<file path="config.mk">
export PLATFORM = sky130hd
export DESIGN_NAME = brk_detect
export DESIGN_NICKNAME = d
export VERILOG_FILES = /design/src/rtl/brk_pkg.sv /design/src/rtl/brk_sync.sv /design/src/rtl/brk_run_cnt.sv /design/src/rtl/brk_qual.sv /design/src/rtl/brk_detect.sv
export SDC_FILE = /design/constraint.sdc
export NUM_CORES = 1
export LEC_CHECK = 0
export BUFFER_PORTS_ARGS = -buffer_cell sky130_fd_sc_hd__buf_2
export CORE_MARGIN = 5
export CORE_UTILIZATION = 28
export DETAILED_ROUTE_END_ITERATION = 10
export PLACE_DENSITY_LB_ADDON = 0.2
export SLEW_MARGIN = 5
export SYNTH_ARGS = -nofsm -noshare
export SYNTH_HDL_FRONTEND = slang
export SYNTH_SLANG_ARGS = --single-unit
</file>
<file path="constraint.sdc">
create_clock -name clk -period 4.1 [get_ports clk]
set_clock_uncertainty 0.2 [all_clocks]
set_input_delay 0.41 -clock clk [delete_from_list [all_inputs] [get_ports clk]]
set_output_delay 0.41 -clock clk [all_outputs]
set_load 0.01 [all_outputs]
</file>
<file path="src/rtl/brk_pkg.sv">
package brk_pkg;

  typedef enum logic {
    Q_WATCH = 1'b0,
    Q_HOLD  = 1'b1
  } qstate_e;

  // frame length in bit times: start + data + parity + stop
  function automatic logic [4:0] frame_len(input logic [1:0] dsel, input logic par);
    return 5'd7 + {3'd0, dsel} + {4'd0, par};
  endfunction

  // break threshold in bit times: twice the character width plus three
  function automatic logic [4:0] brk_len(input logic [1:0] dsel, input logic par);
    return 5'd13 + {2'd0, dsel, 1'b0} + {3'd0, par, 1'b0};
  endfunction

endpackage

</file>
<file path="src/rtl/brk_sync.sv">
module brk_sync #(
  parameter int   STAGES  = 2,
  parameter logic RST_VAL = 1'b1
) (
  input  logic clk,
  input  logic rst_n,
  input  logic d,
  output logic q
);
  logic [STAGES-1:0] sh;

  always_ff @(posedge clk) begin
    if (!rst_n) sh <= {STAGES{RST_VAL}};
    else        sh <= {sh[STAGES-2:0], d};
  end

  assign q = sh[STAGES-1];
endmodule

</file>
<file path="src/rtl/brk_run_cnt.sv">
module brk_run_cnt #(
  parameter int W = 16
) (
  input  logic         clk,
  input  logic         rst_n,
  input  logic         tick,
  input  logic         active,
  output logic [W-1:0] cnt
);
  always_ff @(posedge clk) begin
    if (!rst_n) begin
      cnt <= '0;
    end else if (tick) begin
      if (!active)        cnt <= '0;
      else if (cnt != '1) cnt <= cnt + 1'b1;
    end
  end
endmodule

</file>
<file path="src/rtl/brk_qual.sv">
module brk_qual
  import brk_pkg::*;
#(
  parameter int CNT_W   = 16,
  parameter int OSR_LG  = 4,
  parameter int SPACE_W = 12
) (
  input  logic               clk,
  input  logic               rst_n,
  input  logic               tick,
  input  logic               rx_s,
  input  logic [CNT_W-1:0]   space_cnt,
  input  logic [CNT_W-1:0]   mark_cnt,
  input  logic [CNT_W-1:0]   frm_tk,
  input  logic [CNT_W-1:0]   brk_tk,
  output logic               start_p,
  output logic               end_p,
  output logic               valid_p,
  output logic               nul_p,
  output logic [SPACE_W-1:0] space_bits
);
  qstate_e st;
  logic    long_run;

  always_ff @(posedge clk) begin
    if (!rst_n) begin
      st         <= Q_WATCH;
      long_run   <= 1'b0;
      start_p    <= 1'b0;
      end_p      <= 1'b0;
      valid_p    <= 1'b0;
      nul_p      <= 1'b0;
      space_bits <= '0;
    end else begin
      start_p <= 1'b0;
      end_p   <= 1'b0;
      valid_p <= 1'b0;
      nul_p   <= 1'b0;
      if (tick) begin
        if (!rx_s) begin
          // any space sample cancels a pending confirmation
          if (st == Q_HOLD) st <= Q_WATCH;
          if (space_cnt == frm_tk - 1'b1) begin
            start_p  <= 1'b1;
            long_run <= 1'b1;
          end
        end else if (long_run) begin
          end_p      <= 1'b1;
          long_run   <= 1'b0;
          space_bits <= space_cnt[CNT_W-1:OSR_LG];
          if (space_cnt >= brk_tk) st    <= Q_HOLD;
          else                     nul_p <= 1'b1;
        end else if (st == Q_HOLD && mark_cnt == brk_tk - 1'b1) begin
          valid_p <= 1'b1;
          st      <= Q_WATCH;
        end
      end
    end
  end
endmodule

</file>
<file path="src/rtl/brk_detect.sv">
module brk_detect
  import brk_pkg::*;
#(
  parameter int SPACE_W = 12,
  parameter int OSR     = 16
) (
  input  logic               clk,
  input  logic               rst_n,
  input  logic               rx_line,
  input  logic               os_tick,
  input  logic [1:0]         cfg_dsel,
  input  logic               cfg_par_en,
  output logic               break_start,
  output logic               break_end,
  output logic               break_valid,
  output logic               nul_misframed,
  output logic [SPACE_W-1:0] space_bits
);
  localparam int OSR_LG = $clog2(OSR);
  localparam int CNT_W  = SPACE_W + OSR_LG;

  logic             rx_s;
  logic [CNT_W-1:0] space_cnt;
  logic [CNT_W-1:0] mark_cnt;
  logic [CNT_W-1:0] frm_tk;
  logic [CNT_W-1:0] brk_tk;

  assign frm_tk = {{(CNT_W-5){1'b0}}, frame_len(cfg_dsel, cfg_par_en)} << OSR_LG;
  assign brk_tk = {{(CNT_W-5){1'b0}}, brk_len(cfg_dsel, cfg_par_en)} << OSR_LG;

  brk_sync #(.STAGES(2), .RST_VAL(1'b1)) u_sync (
    .clk(clk), .rst_n(rst_n), .d(rx_line), .q(rx_s)
  );

  brk_run_cnt #(.W(CNT_W)) u_space (
    .clk(clk), .rst_n(rst_n), .tick(os_tick), .active(~rx_s), .cnt(space_cnt)
  );

  brk_run_cnt #(.W(CNT_W)) u_mark (
    .clk(clk), .rst_n(rst_n), .tick(os_tick), .active(rx_s), .cnt(mark_cnt)
  );

  brk_qual #(.CNT_W(CNT_W), .OSR_LG(OSR_LG), .SPACE_W(SPACE_W)) u_qual (
    .clk(clk), .rst_n(rst_n), .tick(os_tick), .rx_s(rx_s),
    .space_cnt(space_cnt), .mark_cnt(mark_cnt),
    .frm_tk(frm_tk), .brk_tk(brk_tk),
    .start_p(break_start), .end_p(break_end), .valid_p(break_valid),
    .nul_p(nul_misframed), .space_bits(space_bits)
  );
endmodule

</file>
==> Word-level counts from Yosys, hierarchy flattened <==
Cells that the tools add are included.
{ "word_totals": {"ff_bits": 52, "in_bits": 7, "out_inout_bits": 16, "wordCells": 55} }
{ "op_classes": {"n_addsub": 8, "order_cmp": 1, "n_eq_ne": 7, "mux": 14, "n_bitwise": 3, "reduce_logical": 12} }
{ "ops": {"columns": ["cell", "n"], "rows": [
  ["$mux 16", 4],
  ["$add 16x1->16 const B", 2],
  ["$eq 16x16->1", 2],
  ["$ne 16x16->1 const B", 2],
  ["$sub 9x1->10 const B", 2],
  ["$ge 16x9->1", 1],
  ["$mux 1", 10],
  ["$reduce_and 3->1", 3],
  ["$ne 3x3->1 const B", 2],
  ["$reduce_and 2->1", 3],
  ["$add 4x1->5", 1],
  ["$add 4x3->5 const A", 1],
  ["$add 5x2->5", 1],
  ["$add 3x2->4 const A", 1],
  ["$reduce_and 4->1", 1],
  ["$reduce_bool 2->1", 2],
  ["$reduce_or 4->1", 1],
  ["$not 1->1", 3],
  ["$reduce_or 3->1", 1],
  ["$ne 2x2->1 const B", 1],
  ["$logic_and 1x1->1", 1]
]} }

==> Longest topological paths before layout <==
Gate-level depths: netlist of the first run.
{ "depth": {"word_depth": 8, "depth_mapped": 9, "depth_no_buf": 9} }

==> Hierarchy <==
A second synthesis of the first run with hierarchy kept.
{ "hier_totals": {"cells_unflattened": 529, "area_unflattened_um2": 4250.3} }
{ "modules_own_cells": {"columns": ["module", "instances", "cells_per_inst", "area_per_inst_um2", "seq_area_each_um2"], "rows": [
  ["brk_qual", 1, 279, 2168.3, 360.3],
  ["brk_run_cnt", 2, 114, 954.7, 320.3],
  ["brk_detect", 1, 18, 120.1, 0.0],
  ["brk_sync", 1, 4, 52.6, 40.0]
]} }

==> Least setup slack after synthesis of the first run <==
Ideal clock, no wire load.
{ "synth_timing": {"path_kind": "in2reg", "startpoint": "in cfg_dsel[0]", "endpoint": "reg u_qual.start_p", "arrival_ps": 2216, "setup_slack_ps": 1604, "stages": 7, "n_path_buf": 0, "cell_sequence": "inv_1 ha_1 fa_1 xor2_1 nand3_1 or4_1 nor3b_1"} }
{ "synth_between": {"elab_chain_len": 5} }
{ "synth_rtl": {"columns": ["element", "line", "text"], "rows": [
  ["from (decl)", "brk_detect.sv:11", "input logic [1:0] cfg_dsel,"],
  ["$add 3x2->4", "brk_pkg.sv:10", "return 5'd7 + {3'd0, dsel} + {4'd0, par};"],
  ["$add 4x1->5", "brk_pkg.sv:10", null],
  ["$sub 9x1->10", "brk_qual.sv:43", "if (space_cnt == frm_tk - 1'b1) begin"],
  ["$eq 16x16->1", "brk_qual.sv:43", null],
  ["$mux 1", "brk_qual.sv:43", null],
  ["to (signal assigned)", "brk_qual.sv:29", "start_p <= 1'b0;"],
  ["to (signal assigned)", "brk_qual.sv:35", "start_p <= 1'b0;"],
  ["to (signal assigned)", "brk_qual.sv:44", "start_p <= 1'b1;"],
  ["to (decl)", "brk_qual.sv:16", "output logic start_p,"]
]} }
Every way passes these cells.
A chain may end at the register's enable or synchronous reset.

==> Worst setup path after layout of the first run <==
{ "layout_timing": {"startpoint": "reg u_sync.sh[1]", "endpoint": "reg u_mark.cnt[1]"} }
{ "layout_between": {"elab_chain_len": 2, "elab_cells_between_ends": 3} }
{ "layout_rtl": {"columns": ["element", "line", "text"], "rows": [
  ["from (decl)", "brk_sync.sv:10", "logic [STAGES-1:0] sh;"],
  ["from (signal assigned)", "brk_sync.sv:13", "if (!rst_n) sh <= {STAGES{RST_VAL}};"],
  ["from (signal assigned)", "brk_sync.sv:14", "else sh <= {sh[STAGES-2:0], d};"],
  ["$ne 2x2->1 (no source line)", null, null],
  ["$reduce_and 2->1 (no source line)", null, null],
  ["to (signal assigned)", "brk_run_cnt.sv:15", "else if (cnt != '1) cnt <= cnt + 1'b1;"],
  ["to (decl)", "brk_run_cnt.sv:8", "output logic [W-1:0] cnt"]
]} }
Parallel ways exist; a longest one is shown, timed or not.

==> results of run 1 <==
## worst reg2reg max path, cell delays in order, from the launching register on
cell and delay (ns):
dfxtp_1 0.71, nand4_1 0.31, nor4_2 0.74, a21oi_1 0.23, mux2i_1 0.15
## cell usage after synthesis, types with 2 or more instances
cell,n,area share
a211oi_1,2,0.0053
a21boi_0,11,0.029
a21oi_1,24,0.043
a31oi_1,8,0.018
and2_1,2,0.0044
and3_1,7,0.016
and3_2,2,0.0053
and4_1,5,0.016
buf_2,3,0.0053
clkbuf_1,9,0.012
clkbuf_8,3,0.015
dfxtp_1,52,0.37
ha_1,11,0.049
inv_1,16,0.021
mux2i_1,4,0.014
nand2_1,46,0.061
nand2b_1,5,0.011
nand3_1,16,0.028
nand4_1,8,0.018
nor2_1,6,0.0080
nor3_1,7,0.012
nor3b_1,3,0.0080
nor4_1,3,0.0067
o21ai_0,12,0.021
o311ai_0,2,0.0062
o31ai_1,10,0.027
o41ai_1,3,0.0093
or3_1,5,0.011
or3_2,3,0.0080
or4_1,9,0.024
xnor2_1,2,0.0062
xor2_1,4,0.012
## kinds of logic after synthesis
| kind of cell | share of synthesized area |
|---|---|
| AO/OA/AOI/OAI | 0.196 |
| adder cells (fa/ha/maj) | 0.0560 |
| multiplexers | 0.0142 |
| AND/OR/NAND/NOR | 0.274 |
| buffers and inverters | 0.0712 |
| flip-flops | 0.370 |
| XOR/XNOR | 0.0187 |
## power breakdown
part / switching [uW] / internal [uW] / total (uW) / leakage, uW
combinational: 30.7 / 18.9 / 49.6 / 0.000619
clock: 180 / 138 / 317 / 0.0000445
sequential: 4.30 / 508 / 512 / 0.000420
## state kept, by name (all words and copies together) (netlist names)
| name | count |
|---|---|
| u_mark.cnt | 16 |
| u_qual.end_p | 1 |
| u_qual.long_run | 1 |
| u_qual.nul_p | 1 |
| u_qual.space_bits | 12 |
| u_qual.st | 1 |
| u_qual.start_p | 1 |
| u_qual.valid_p | 1 |
| u_space.cnt | 16 |
| u_sync.sh | 2 |
## layout make-up
class / instances / area (um2)
repair buffers: 23 / 118
clock inverters: 1 / 7.51
well taps: 133 / 166
multi-input cells: 244 / 1570
fillers: 1072 / 6720
flip-flops and latches: 52 / 1040
clock buffers: 7 / 86.3
inverters: 16 / 60.1
## layer usage
layer | GRT usage | part of all wire | vias up
li1 | - | - | 1241
met1 | 0.146 | 0.45 | 1204
met5 | 0 | 0 | -
met3 | 0.0285 | 0.026 | 13
met4 | 0.0475 | 0.025 | 0
met2 | 0.207 | 0.49 | 29
## per-stage QoR
| stage | hold WS [ns] | instances | cell area, um2 | util | power, uW |
|---|---|---|---|---|---|
| 6_report | 0.0716 | 476 | 3050 | 0.312 | 879 |
| 4_1_cts | 0.0663 | 476 | 3050 | 0.312 | 890 |
| 3_5_place_dp | 0.205 | 468 | 2960 | 0.302 | 575 |
| 5_1_grt | 0.0624 | 476 | 3050 | 0.312 | 917 |
| 2_1_floorplan | 0.186 | 330 | 2810 | - | 560 |
| 3_3_place_gp | 0.195 | 468 | 2960 | 0.302 | 573 |
## worst min-delay path by stage
stage,start,end,slack (ns),cells after the start
2_1_floorplan,u_sync.sh[0],u_sync.sh[1],0.19,1
3_3_place_gp,u_sync.sh[0],u_sync.sh[1],0.20,1
3_5_place_dp,u_sync.sh[0],u_sync.sh[1],0.20,1
4_1_cts,rx_line,u_sync.sh[0],0.07,2
5_1_grt,rx_line,u_sync.sh[0],0.06,2
6_report,rx_line,u_sync.sh[0],0.07,2
==> impl_metrics.toml, run 1 <==
[status]
run_status = "finished clean"

[power_and_ir_drop]
p_leak_uw = 0.00108
irDropWorstVdd_mv = 0.100
p_per_area_nw_per_um2 = 288

[clock_network]
tritoncts = "yes"
numCtsBuffers = 5
cts-resized-gates = 0
ctsHoldBuffers = 0
cts_root_buf = "clkbuf_8"
clock_latency_ns = 0.32
clock_sinks = 52
postCtsSetupBuffers = 0
cts_buffer_depth = 2
cts.clk_slew.worst_paths_ns = 0.09
cts_max_level = 2

[timing]
fmax_mhz = 408
setup_ws_ns = 1.65
hold_viol = 0
relSlewSlack = 0.459
finalSetupTns_ns = 0
worst_slew_pin_slew_ns = 0.805
fin_crit_sh = 0.598
rsz0062_at_grt = "no"
slew_violations = 0
layout_min_cycle_time_ns = 2.45
setup_violations = 0

[setup_path]
worstSetupEndpointType = "flop"
critPathKind = "reg2reg"
critPathLaunchType = "flop"
path_cells = "nand4_1 -> nor4_2 -> a21oi_1 -> mux2i_1"
worstRegToRegCells = 4
crit_slowest_cell = "nor4_2"
crit_end = "u_mark.cnt[1]"
regToRegStartpoint = "u_sync.sh[1]"
cp_data_arrival_time_ns = 2.45
crit_cells = 4
slowest_delay_ns = 0.74
worstPathMaxFanout = 15
r2r_slack_ns = 1.65
critPathRequiredTime_ns = 4.10
worstReg2RegEnd = "u_mark.cnt[1]"
critPathLaunch = "u_sync.sh[1]"
cpLargestDelayFamily = "simple AND/OR/NAND/NOR gates"
crit_buf_inv = 0

[cells_and_area]
nets = 361
antenna_cells = 0
drive_above_1_share = 0.125
area_growth_pct = 8.45
final_common_cell = "dfxtp_1"
final_cell_mix = "dfxtp_1, nand2_1, a21oi_1"

[place]
io_buffer_count = 22
dp_slack_ns = 1.36
gp_congestion = 0.778
dp_hpwl_um = 5130

[synth]
synthesis.area_um2 = 2810
synth-seq-area-share = 0.370
ys.flop_type = "dfxtp_1"
synth_cell_types = 59
syn_nets = 349
synthArstFlopShare = 0
yosysWarnings = 0
ys_ff_latch = 52
synth_cells = 330
synth-edff-count = 0
syn_avg_cell_area_um2 = 8.52

[global_route]
grt_max_degree = 28
antenna_found_initial = 0
grt.overflow.total = 0
grt_pass1_vias = 2359
grt_pass1_wl_um = 11500
grt_usage = 0.121

[route]
vias = 2487
wl_per_cell_um = 14.7
viasPerCell = 5.22
drc = 0
drt_iter0_drc = 130
detail-route-antenna-nets = 0
wirelength_um = 7000
drt_first_pass_iters = 4

[die]
core-area_um2 = 9770
die_w_um = 110
num_io_pins = 23
dieArea_um2 = 12100
rows = 36
die_h_um = 110
start_util = 0.288

[hold_path]
hold_path_class = "in2reg"

[run]
maxCapViolations = 0
No activity file was read; power rests on OpenSTA's default activity.
==> inputs of run 2 (changes only) <==
- clock period: 4.1 -> 2.1 ns (I/O delays scaled with it)
==> impl_metrics.toml, run 2 (same netlist as run 1, synthesis figures left out) <==
[setup_path]
critPathRequiredTime_ns = 2.14
cpLargestDelayFamily = "simple AND/OR/NAND/NOR gates"
worstSetupEndpointType = "flop"
critPathLaunchType = "flop"
crit_buf_inv = 0
critPathKind = "reg2reg"
cp_data_arrival_time_ns = 2.04
worstPathMaxFanout = 4
path_cells = "ha_4 -> nand2_1 -> or4_4 -> or4_1 -> a21oi_1"
slowest_delay_ns = 0.51
crit_slowest_cell = "or4_4"

[die]
die_w_um = 110
dieArea_um2 = 12100
start_util = 0.288
core-area_um2 = 9770
num_io_pins = 23
rows = 36
die_h_um = 110

[route]
wirelength_um = 7570
drt_first_pass_iters = 4
wl_per_cell_um = 14.8
detail-route-antenna-nets = 0
viasPerCell = 5.07
vias = 2601
drc = 0
drt_iter0_drc = 100

[timing]
hold_viol = 0
slew_violations = 0
fin_crit_sh = 0.954
setup_ws_ns = 0.0970
setup_violations = 0
fmax_mhz = 499
rsz0062_at_grt = "no"
layout_min_cycle_time_ns = 2.00
relSlewSlack = 0.709
holdWs_ns = 0.0748
worst_slew_pin_slew_ns = 0.436

[global_route]
grt_pass1_wl_um = 12300
grt_max_degree = 16
grt_usage = 0.129
grt.overflow.total = 0
grt_pass1_vias = 2554
antenna_found_initial = 0

[clock_network]
postCtsSetupBuffers = 0
clock_latency_ns = 0.31
cts_root_buf = "clkbuf_8"
cts_max_level = 2
numCtsBuffers = 5
cts_buffer_depth = 2
tritoncts = "yes"
cts.clk_slew.worst_paths_ns = 0.10
clock_sinks = 52

[cells_and_area]
largestRegisters = "u_mark.cnt x16, u_space.cnt x16, u_qual.space_bits x12"
final_area_um2 = 3400
antenna_cells = 0
final_cell_mix = "dfxtp_1, nand2_1, buf_4"
final_util = 0.348
final_common_cell = "dfxtp_1"
nets = 398
area_growth_pct = 20.8
drive_above_1_share = 0.226

[run]
maxCapViolations = 0

[place]
post_dp_cell_area_um2 = 3240
dp_slack_ns = -0.164
dp_hpwl_um = 5750
gp_congestion = 0.814
io_buffer_count = 22

[hold_path]
hold_path_class = "in2reg"

[power_and_ir_drop]
p_per_area_nw_per_um2 = 555
p_leak_uw = 0.00129
p_total_uw = 1880
irDropWorstVdd_mv = 0.266

[status]
run_status = "finished clean"
## run 2: cell count changes in the layout (fill, tap and decap cells not counted)
cell           previous run  this run
buf_4                     1        37
dfxtp_1                  52        49
dfxtp_2                   0         3
ha_1                     11         9
ha_4                      0         2
bufinv_16                 0         1
clkbuf_1                  1         0
clkbuf_8                  6         7
clkinvlp_4                1         0
dlygate4sd3_1             0         1
nand3_1                  16        15
nand3_2                   1         2
## run 2: routing by layer
layer	up-vias	global-route usage	part of all wire
met4	0	0.0457	0.022
met5	-	0	0
li1	1316	-	-
met1	1244	0.159	0.45
met3	11	0.0210	0.025
met2	30	0.228	0.50
## run 2: final timing paths
kind,startpoint,slack [ns],end,cells after the start
worst min-delay path,rst_n,0.07,u_space.cnt[1],3
worst max-delay path,u_space.cnt[1],0.1,u_space.cnt[14],5
worst max register to register,u_space.cnt[1],0.1,u_space.cnt[14],5
worst min register to register,u_sync.sh[0],0.23,u_sync.sh[1],1
## run 2: worst reg2reg max path, stage by stage (launching register included)
cell	delay, ns
dfxtp_2	0.36
ha_4	0.16
nand2_1	0.07
or4_4	0.51
or4_1	0.48
a21oi_1	0.15
## run 2: what timing repair did
action,CTS,global route
hold buffers,1,0
endpoints found under the setup margin,1,6
endpoints found under the hold margin,1,0
pin swaps,0,1
gates resized for setup,1,5
## run 2: through the flow
| stage | TNS, ns | cells |
|---|---|---|
| after CTS | 0 | 513 |
| after floorplan | 0 | 330 |
| final | 0 | 513 |
| after global placement | -0.279 | 504 |
| after global routing | 0 | 513 |
| after detailed placement | -0.391 | 504 |
## run 2: cell type report
type / count / area (um2)
fillers: 1070 / 6380
multi-input cells: 244 / 1600
flip-flops and latches: 52 / 1040
repair buffers: 60 / 398
well taps: 133 / 166
clock buffers: 7 / 96.3
inverters: 16 / 60.1
clock inverters: 1 / 30.0
## run 2: power by group
group | switching [uW] | leakage (uW) | internal, uW
Sequential | 5.42 | 0.000421 | 991
Clock | 344 | 0.0000645 | 421
Combinational | 69.6 | 0.000803 | 52.4
Total | 419 | 0.00129 | 1470
